[config.mk]
export PLATFORM = sky130hd
export DESIGN_NAME = jtag_led_tap
export DESIGN_NICKNAME = d
export VERILOG_FILES = /design/src/rtl/tap_pkg.sv /design/src/rtl/tap_ctrl.sv /design/src/rtl/tap_datapath.sv /design/src/rtl/jtag_led_tap.sv
export SDC_FILE = /design/constraint.sdc
export NUM_CORES = 1
export LEC_CHECK = 0
export ABC_AREA = 1
export BUFFER_PORTS_ARGS = -buffer_cell sky130_fd_sc_hd__buf_2
export CAP_MARGIN = 0
export CORE_ASPECT_RATIO = 0.9
export CORE_UTILIZATION = 60
export DETAILED_ROUTE_END_ITERATION = 8
export GPL_TIMING_DRIVEN = 1
export MAX_ROUTING_LAYER = met4
export PLACE_DENSITY = 0.91
export SETUP_SLACK_MARGIN = 0.5
export SYNTH_ARGS = -nofsm -noshare
export SYNTH_HDL_FRONTEND = slang
export SYNTH_SLANG_ARGS = --single-unit
[constraint.sdc]
create_clock -name tck -period 2.98 [get_ports tck]
set_input_delay 0 -clock tck [delete_from_list [all_inputs] [get_ports tck]]
set_output_delay 0 -clock tck [all_outputs]
set_load 0.005 [all_outputs]
[src/rtl/tap_pkg.sv]
package tap_pkg;

  typedef enum logic [3:0] {
    S_RESET, S_IDLE,
    S_SEL_DR, S_CAP_DR, S_SHF_DR, S_EX1_DR, S_PAU_DR, S_EX2_DR, S_UPD_DR,
    S_SEL_IR, S_CAP_IR, S_SHF_IR, S_EX1_IR, S_PAU_IR, S_EX2_IR, S_UPD_IR
  } tapState_t;

  typedef struct packed {
    logic resetLogic;
    logic captureIr;
    logic shiftIr;
    logic updateIr;
    logic captureDr;
    logic shiftDr;
  } tapStrobes_t;

endpackage

[src/rtl/tap_ctrl.sv]
module tap_ctrl
  import tap_pkg::*;
(
  input  logic        tck,
  input  logic        trstN,
  input  logic        tms,
  output tapStrobes_t strobes
);

  tapState_t state;
  tapState_t nextState;

  always_comb begin
    nextState = state;
    unique case (state)
      S_RESET:  nextState = tms ? S_RESET  : S_IDLE;
      S_IDLE:   nextState = tms ? S_SEL_DR : S_IDLE;
      S_SEL_DR: nextState = tms ? S_SEL_IR : S_CAP_DR;
      S_CAP_DR: nextState = tms ? S_EX1_DR : S_SHF_DR;
      S_SHF_DR: nextState = tms ? S_EX1_DR : S_SHF_DR;
      S_EX1_DR: nextState = tms ? S_UPD_DR : S_PAU_DR;
      S_PAU_DR: nextState = tms ? S_EX2_DR : S_PAU_DR;
      S_EX2_DR: nextState = tms ? S_UPD_DR : S_SHF_DR;
      S_UPD_DR: nextState = tms ? S_SEL_DR : S_IDLE;
      S_SEL_IR: nextState = tms ? S_RESET  : S_CAP_IR;
      S_CAP_IR: nextState = tms ? S_EX1_IR : S_SHF_IR;
      S_SHF_IR: nextState = tms ? S_EX1_IR : S_SHF_IR;
      S_EX1_IR: nextState = tms ? S_UPD_IR : S_PAU_IR;
      S_PAU_IR: nextState = tms ? S_EX2_IR : S_PAU_IR;
      S_EX2_IR: nextState = tms ? S_UPD_IR : S_SHF_IR;
      S_UPD_IR: nextState = tms ? S_SEL_DR : S_IDLE;
      default:  nextState = S_RESET;
    endcase
  end

  always_ff @(posedge tck or negedge trstN) begin
    if (!trstN) state <= S_RESET;
    else        state <= nextState;
  end

  always_comb begin
    strobes.resetLogic = (state == S_RESET);
    strobes.captureIr  = (state == S_CAP_IR);
    strobes.shiftIr    = (state == S_SHF_IR);
    strobes.updateIr   = (state == S_UPD_IR);
    strobes.captureDr  = (state == S_CAP_DR);
    strobes.shiftDr    = (state == S_SHF_DR);
  end

  // Checker-side run counter of consecutive TMS-high edges (saturates at 5).
  logic [2:0] tmsHighRun;
  always_ff @(posedge tck or negedge trstN) begin
    if (!trstN)    tmsHighRun <= '0;
    else if (!tms) tmsHighRun <= '0;
    else if (tmsHighRun != 3'd5) tmsHighRun <= tmsHighRun + 3'd1;
  end

  p_tms_reset_r2: assert property (@(posedge tck) disable iff (!trstN)
    (tms && tmsHighRun >= 3'd4) |=> (state == S_RESET));

  p_capture_ir_path_r3: assert property (@(posedge tck) disable iff (!trstN)
    (state == S_CAP_IR) |=> (state == S_SHF_IR || state == S_EX1_IR));

  p_single_strobe_r9: assert property (@(posedge tck) disable iff (!trstN)
    $onehot0({strobes.shiftIr, strobes.shiftDr, strobes.captureDr, strobes.captureIr}));

endmodule

[src/rtl/tap_datapath.sv]
module tap_datapath
  import tap_pkg::*;
#(
  parameter int          IR_W       = 6,
  parameter int          DR_W       = 8,
  parameter logic [IR_W-1:0] USER_OP    = 6'h02,
  parameter logic [IR_W-1:0] IR_CAPTURE = 6'b000001
) (
  input  logic            tck,
  input  logic            trstN,
  input  logic            tdi,
  input  tapStrobes_t     strobes,
  output logic            tdo,
  output logic            tdoEnable,
  output logic [DR_W-1:0] userReg
);

  localparam logic [IR_W-1:0] BYPASS_OP = '1;

  logic [IR_W-1:0] irShift;
  logic [IR_W-1:0] irReg;
  logic            bypassReg;
  logic            userSel;
  logic            shiftBit;

  assign userSel = (irReg == USER_OP);

  // Instruction shift stage and instruction register
  always_ff @(posedge tck or negedge trstN) begin
    if (!trstN) begin
      irShift <= IR_CAPTURE;
      irReg   <= BYPASS_OP;
    end else begin
      if (strobes.captureIr)    irShift <= IR_CAPTURE;
      else if (strobes.shiftIr) irShift <= {tdi, irShift[IR_W-1:1]};
      if (strobes.resetLogic)     irReg <= BYPASS_OP;
      else if (strobes.updateIr)  irReg <= irShift;
    end
  end

  // User register: shifts only, never captures
  always_ff @(posedge tck or negedge trstN) begin
    if (!trstN)                          userReg <= '0;
    else if (strobes.shiftDr && userSel) userReg <= {tdi, userReg[DR_W-1:1]};
  end

  // Bypass register
  always_ff @(posedge tck or negedge trstN) begin
    if (!trstN)                             bypassReg <= 1'b0;
    else if (strobes.captureDr && !userSel) bypassReg <= 1'b0;
    else if (strobes.shiftDr && !userSel)   bypassReg <= tdi;
  end

  always_comb begin
    if (strobes.shiftIr) shiftBit = irShift[0];
    else if (userSel)    shiftBit = userReg[0];
    else                 shiftBit = bypassReg;
  end

  // Output stage on the falling edge
  always_ff @(negedge tck or negedge trstN) begin
    if (!trstN) begin
      tdo       <= 1'b0;
      tdoEnable <= 1'b0;
    end else begin
      tdoEnable <= strobes.shiftIr || strobes.shiftDr;
      tdo       <= (strobes.shiftIr || strobes.shiftDr) ? shiftBit : 1'b0;
    end
  end

  p_ir_hold_r4: assert property (@(posedge tck) disable iff (!trstN)
    !(strobes.updateIr || strobes.resetLogic) |=> $stable(irReg));

  p_reset_opcode_r2: assert property (@(posedge tck) disable iff (!trstN)
    strobes.resetLogic |=> (irReg == BYPASS_OP));

  p_ir_capture_r3: assert property (@(posedge tck) disable iff (!trstN)
    strobes.captureIr |=> (irShift == IR_CAPTURE));

  p_user_msb_r5: assert property (@(posedge tck) disable iff (!trstN)
    (strobes.shiftDr && userSel) |=> (userReg[DR_W-1] == $past(tdi)));

  p_user_hold_r6: assert property (@(posedge tck) disable iff (!trstN)
    !(strobes.shiftDr && userSel) |=> $stable(userReg));

  p_bypass_capture_r8: assert property (@(posedge tck) disable iff (!trstN)
    (strobes.captureDr && !userSel) |=> (bypassReg == 1'b0));

endmodule

[src/rtl/jtag_led_tap.sv]
module jtag_led_tap
  import tap_pkg::*;
#(
  parameter int IR_W = 6,
  parameter int DR_W = 8
) (
  input  logic            tck,
  input  logic            trstN,
  input  logic            tms,
  input  logic            tdi,
  output logic            tdo,
  output logic            tdoEnable,
  output logic [DR_W-1:0] ledOut
);

  localparam logic [IR_W-1:0] USER_OP    = IR_W'(2);
  localparam logic [IR_W-1:0] IR_CAPTURE = IR_W'(1);

  tapStrobes_t     strobes;
  logic [DR_W-1:0] userReg;

  tap_ctrl i_ctrl (
    .tck     (tck),
    .trstN   (trstN),
    .tms     (tms),
    .strobes (strobes)
  );

  tap_datapath #(
    .IR_W       (IR_W),
    .DR_W       (DR_W),
    .USER_OP    (USER_OP),
    .IR_CAPTURE (IR_CAPTURE)
  ) i_datapath (
    .tck       (tck),
    .trstN     (trstN),
    .tdi       (tdi),
    .strobes   (strobes),
    .tdo       (tdo),
    .tdoEnable (tdoEnable),
    .userReg   (userReg)
  );

  assign ledOut = userReg;

endmodule

==> tab_implementation.tex <==
\begin{tabular}{lr}
\hline
Metric & Value \\
\hline
\multicolumn{2}{l}{\textbf{Setup path}} \\
\quad Launching point of the worst reg2reg path & i\_datapath.irReg[1]\$\_DFFE\_PN1P\_ \\
\quad Biggest fanout along the worst timing path & 2 \\
\quad Launching instance or port of the critical path & i\_datapath.irReg[1]\$\_DFFE\_PN1P\_ \\
\quad Slack of the worst reg-to-reg path & 320 ps \\
\quad Critical path arrival & around 1400 ps \\
\quad Kind of end point of the critical path & flop \\
\quad Length in cells of the worst reg-to-reg path & 7 \\
\quad Capturing element of the worst setup path & i\_datapath.tdo\$\_DFF\_NN0\_ \\
\quad R2R Path End & i\_datapath.tdo\$\_DFF\_NN0\_ \\
\quad Kind of start point of the critical path & flop \\
\quad Required time worst endpoint & approximately 1700 ps \\
\quad Startpoint-to-endpoint class of the critical path & flop to flop \\
\multicolumn{2}{l}{\textbf{Final layout}} \\
\quad FF/Latch Area & approximately 690 um\^{}2 \\
\quad Post-route core utilization & between 70\% and 80\% \\
\quad Layout filler cell count & roughly 130 \\
\quad Share of post-route cells with drive strength above 1 & 32.26\% \\
\quad Final net count & around 190 \\
\quad Total area of multi-input combinational cells & approximately 580 um\^{}2 \\
\quad Antenna Diode Count & 0 \\
\quad Area overhead of the layout relative to synthesis & 17.99\% \\
\multicolumn{2}{l}{\textbf{STA}} \\
\quad Setup TNS & 0 ps \\
\quad Final hold violation count & 0 \\
\quad RSZ-0062 raised after global routing & true \\
\quad Final setup violation count & 0 \\
\quad Clk\_skew & 12.26 ps \\
\quad Slew at the pin with the worst max-slew slack & 371.5 ps \\
\quad Worst rel slew slack & 75.14\% \\
\quad Number of slew-limit violations in the final report & 0 \\
\multicolumn{2}{l}{\textbf{GRT}} \\
\quad Total gr overflow & 0 \\
\quad First-pass GRT wire length & a little over 5 mm \\
\quad Largest net degree at the start of global routing & 17 \\
\quad Vias in the first global route & around 1.1k \\
\quad Antenna violations before repair & 0 \\
\quad All-Layer GR Usage & between 30 and 40\% \\
\multicolumn{2}{l}{\textbf{Detailed routing}} \\
\quad Post-route DRC violation count & 0 \\
\quad DR pass1 iterations & 4 \\
\quad Via count & roughly 1.2k \\
\quad Routed wire per std cell & 14.49 um \\
\quad Overall routed net length & just over 3 mm \\
\quad Initial DRC Count & 70 \\
\quad Count of antenna-violating nets left after detailed routing & 0 \\
\quad Post-DR vias/cell & between 5 and 6 \\
\multicolumn{2}{l}{\textbf{Synth}} \\
\quad Number of standard cells after synthesis & around 160 \\
\quad Synthesis-stage register bit count & 27 \\
\quad Proportion of register bits with asynchronous set or reset after synthesis & 100.0\% \\
\quad Most instantiated flip-flop cell in the synthesis netlist & dfrtp\_1 \\
\quad Post-synth EDFFs & 0 \\
\quad Mean Syn Cell Area & roughly 8.7 um\^{}2 \\
\quad Most instantiated library cell after synthesis & nand2\_1 \\
\quad Distinct cell type count of the synthesized netlist & 26 \\
\quad YS warnings & 0 \\
\quad Library cell with the largest summed area after synthesis & dfrtp\_1 \\
\quad Post-Synthesis Cell Area & between 0.001 and 0.0015 mm\^{}2 \\
\quad Synthesized netlist net count & about 160 \\
\quad Top cell type's share of synthesized area & 33.55\% \\
\quad Top area cells in the synthesized netlist & dfrtp\_1 34\%, dfstp\_2 14\%, nand2\_1 8.7\%, nor2\_1 5.6\%, o21ai\_0 4.8\% \\
\quad Top post-synthesis cells by count & 31 x nand2\_1, 20 x nor2\_1, 18 x dfrtp\_1, 14 x inv\_1, 13 x o21ai\_0 \\
\quad Sequential-to-total area share from yosys stat & 50.98\% \\
\multicolumn{2}{l}{\textbf{CTS}} \\
\quad Clock latency on the worst-skew pair & between 300 and 400 ps \\
\quad Clock tree sinks & 27 \\
\quad Clock tree from TritonCTS & yes \\
\quad Clock transition at path regs & around 150 ps \\
\quad Clock root buffer & clkbuf\_4 \\
\quad Maximum number of buffers from clock root to sink & 2 \\
\quad H-tree depth & 1 \\
\quad Clock buffer count from CTS & 3 \\
\multicolumn{2}{l}{\textbf{Placed design}} \\
\quad RePlAce Congestion & between 0.9 and 1 \\
\quad Port-buffer cells & 13 \\
\quad HPWL after DPL & approximately 2.3 mm \\
\multicolumn{2}{l}{\textbf{Power and ir drop}} \\
\quad Worst VDD drop & 599.9 uV \\
\quad Static Leak & 0.0008333 uW \\
\quad Power per cell area & approximately 740 mW/mm\^{}2 \\
\multicolumn{2}{l}{\textbf{Worst hold path}} \\
\quad Worst hold path type & input pin to async pin \\
\multicolumn{2}{l}{\textbf{Run status}} \\
\quad Outcome & complete, no violations \\
\multicolumn{2}{l}{\textbf{Die}} \\
\quad Floorplan die width & between 50 and 60 um \\
\quad Floorplan Core Area & 0.002008 mm\^{}2 \\
\quad Overall die height & about 47 um \\
\quad Effective utilization at floorplan & about 67\% \\
\quad FP Rows & 15 \\
\quad Area enclosed by the die boundary & 0.002431 mm\^{}2 \\
\quad I/O pin total & 14 \\
\multicolumn{2}{l}{\textbf{Run}} \\
\quad Reported max-cap violation count & 0 \\
\hline
\end{tabular}
-- cell type report --
type | count | share of cell area, %
Clock buffer | 3 | 1.422
Clock inverter | 1 | 0.4739
Inverter | 18 | 4.265
Multi-Input combinational cell | 109 | 36.81
Sequential cell | 27 | 43.36
Tap cell | 25 | 1.975
Timing Repair Buffer | 28 | 11.69
-- routing by layer --
| metal | part of all wire (%) | vias up | track usage [%] |
|---|---|---|---|
| met1 | 41 | 570 | 33.74 |
| met4 | 1.0 | 0 | 8.649 |
| li1 | - | 572 | - |
| met5 | 0 | - | - |
| met2 | 53 | 45 | 55.64 |
| met3 | 4.7 | 6 | 5.825 |
-- kinds of logic after synthesis --
kind of cell    after synthesis  share of synthesized area, %
simple gates                 78                         29.36
compound gates               31                         13.14
flops                        27                         50.98
buf+inv                      19                         6.523
-- layout by cell type (no fill, tap or decap), types with 3 or more instances in the layout --
master,instances
buf_4,12
inv_2,5
o22ai_1,3
dfrtp_1,16
nand2_2,7
nor2_1,19
a21oi_1,8
inv_1,13
clkbuf_4,3
nand2_1,31
buf_2,13
dfstp_2,7
dlygate4sd3_1,3
nand3_1,5
nor2_4,4
o21ai_0,13
nor3_1,5
-- critical path, cell delays in order (launching register included) --
cell     delay (ps)
dfstp_2         560
inv_2            50
nor2_4          110
nand3_4          80
nand2_1          70
nand3_1          60
nand2_1          60
inv_1            30
-- flip-flops by register name, summed over array words and instances, names as in the netlist --
signal	count
i_ctrl.state	4
i_datapath.bypassReg	1
i_datapath.irReg	6
i_datapath.irShift	6
i_datapath.tdo	1
i_datapath.tdoEnable	1
i_datapath.userReg	8
-- report_power, final --
part	total, uW	leakage, uW	internal, uW	switching [uW]
Clock	166	0.0000139	51.5	114
Sequential	508	0.000335	456	51.6
Combinational	491	0.000485	182	309
-- worst min path at each step --
| stage | end | slack (ps) | cells past startpoint |
|---|---|---|---|
| global placement | i_datapath.userReg[0]$_DFFE_PN0P_ | -110 | 1 |
| finish | i_datapath.userReg[1]$_DFFE_PN0P_ | 50 | 2 |
| detailed placement | i_datapath.userReg[1]$_DFFE_PN0P_ | -100 | 1 |
| global route | i_datapath.userReg[1]$_DFFE_PN0P_ | 80 | 2 |
| CTS | i_datapath.userReg[4]$_DFFE_PN0P_ | 60 | 2 |
| floorplan | i_ctrl.state[0]$_DFF_PN0_ | -300 | 0 |
-- per-stage QoR --
step	cell area [um^2]	instances	power, uW	hold slack, ps	worst slack (ps)
after floorplan	1350	155	805.5	-295.6	319.8
after global placement	1434	193	894.3	-107.9	287.1
after detailed placement	1434	193	912.5	-97.72	213.3
after CTS	1569	209	1135	55.28	321.7
after global routing	1584	211	1243	76.17	257.8
final	1584	211	1164	48.10	321.1
-- what timing repair did --
action,CTS,global route
endpoints found under the hold margin,24,0
buffers inserted,9,2
hold buffers,3,0
pin swaps,5,1
resized for setup,3,0
setup endpoints to repair,2,2
Note: power is estimated with default switching activity, not from simulation.
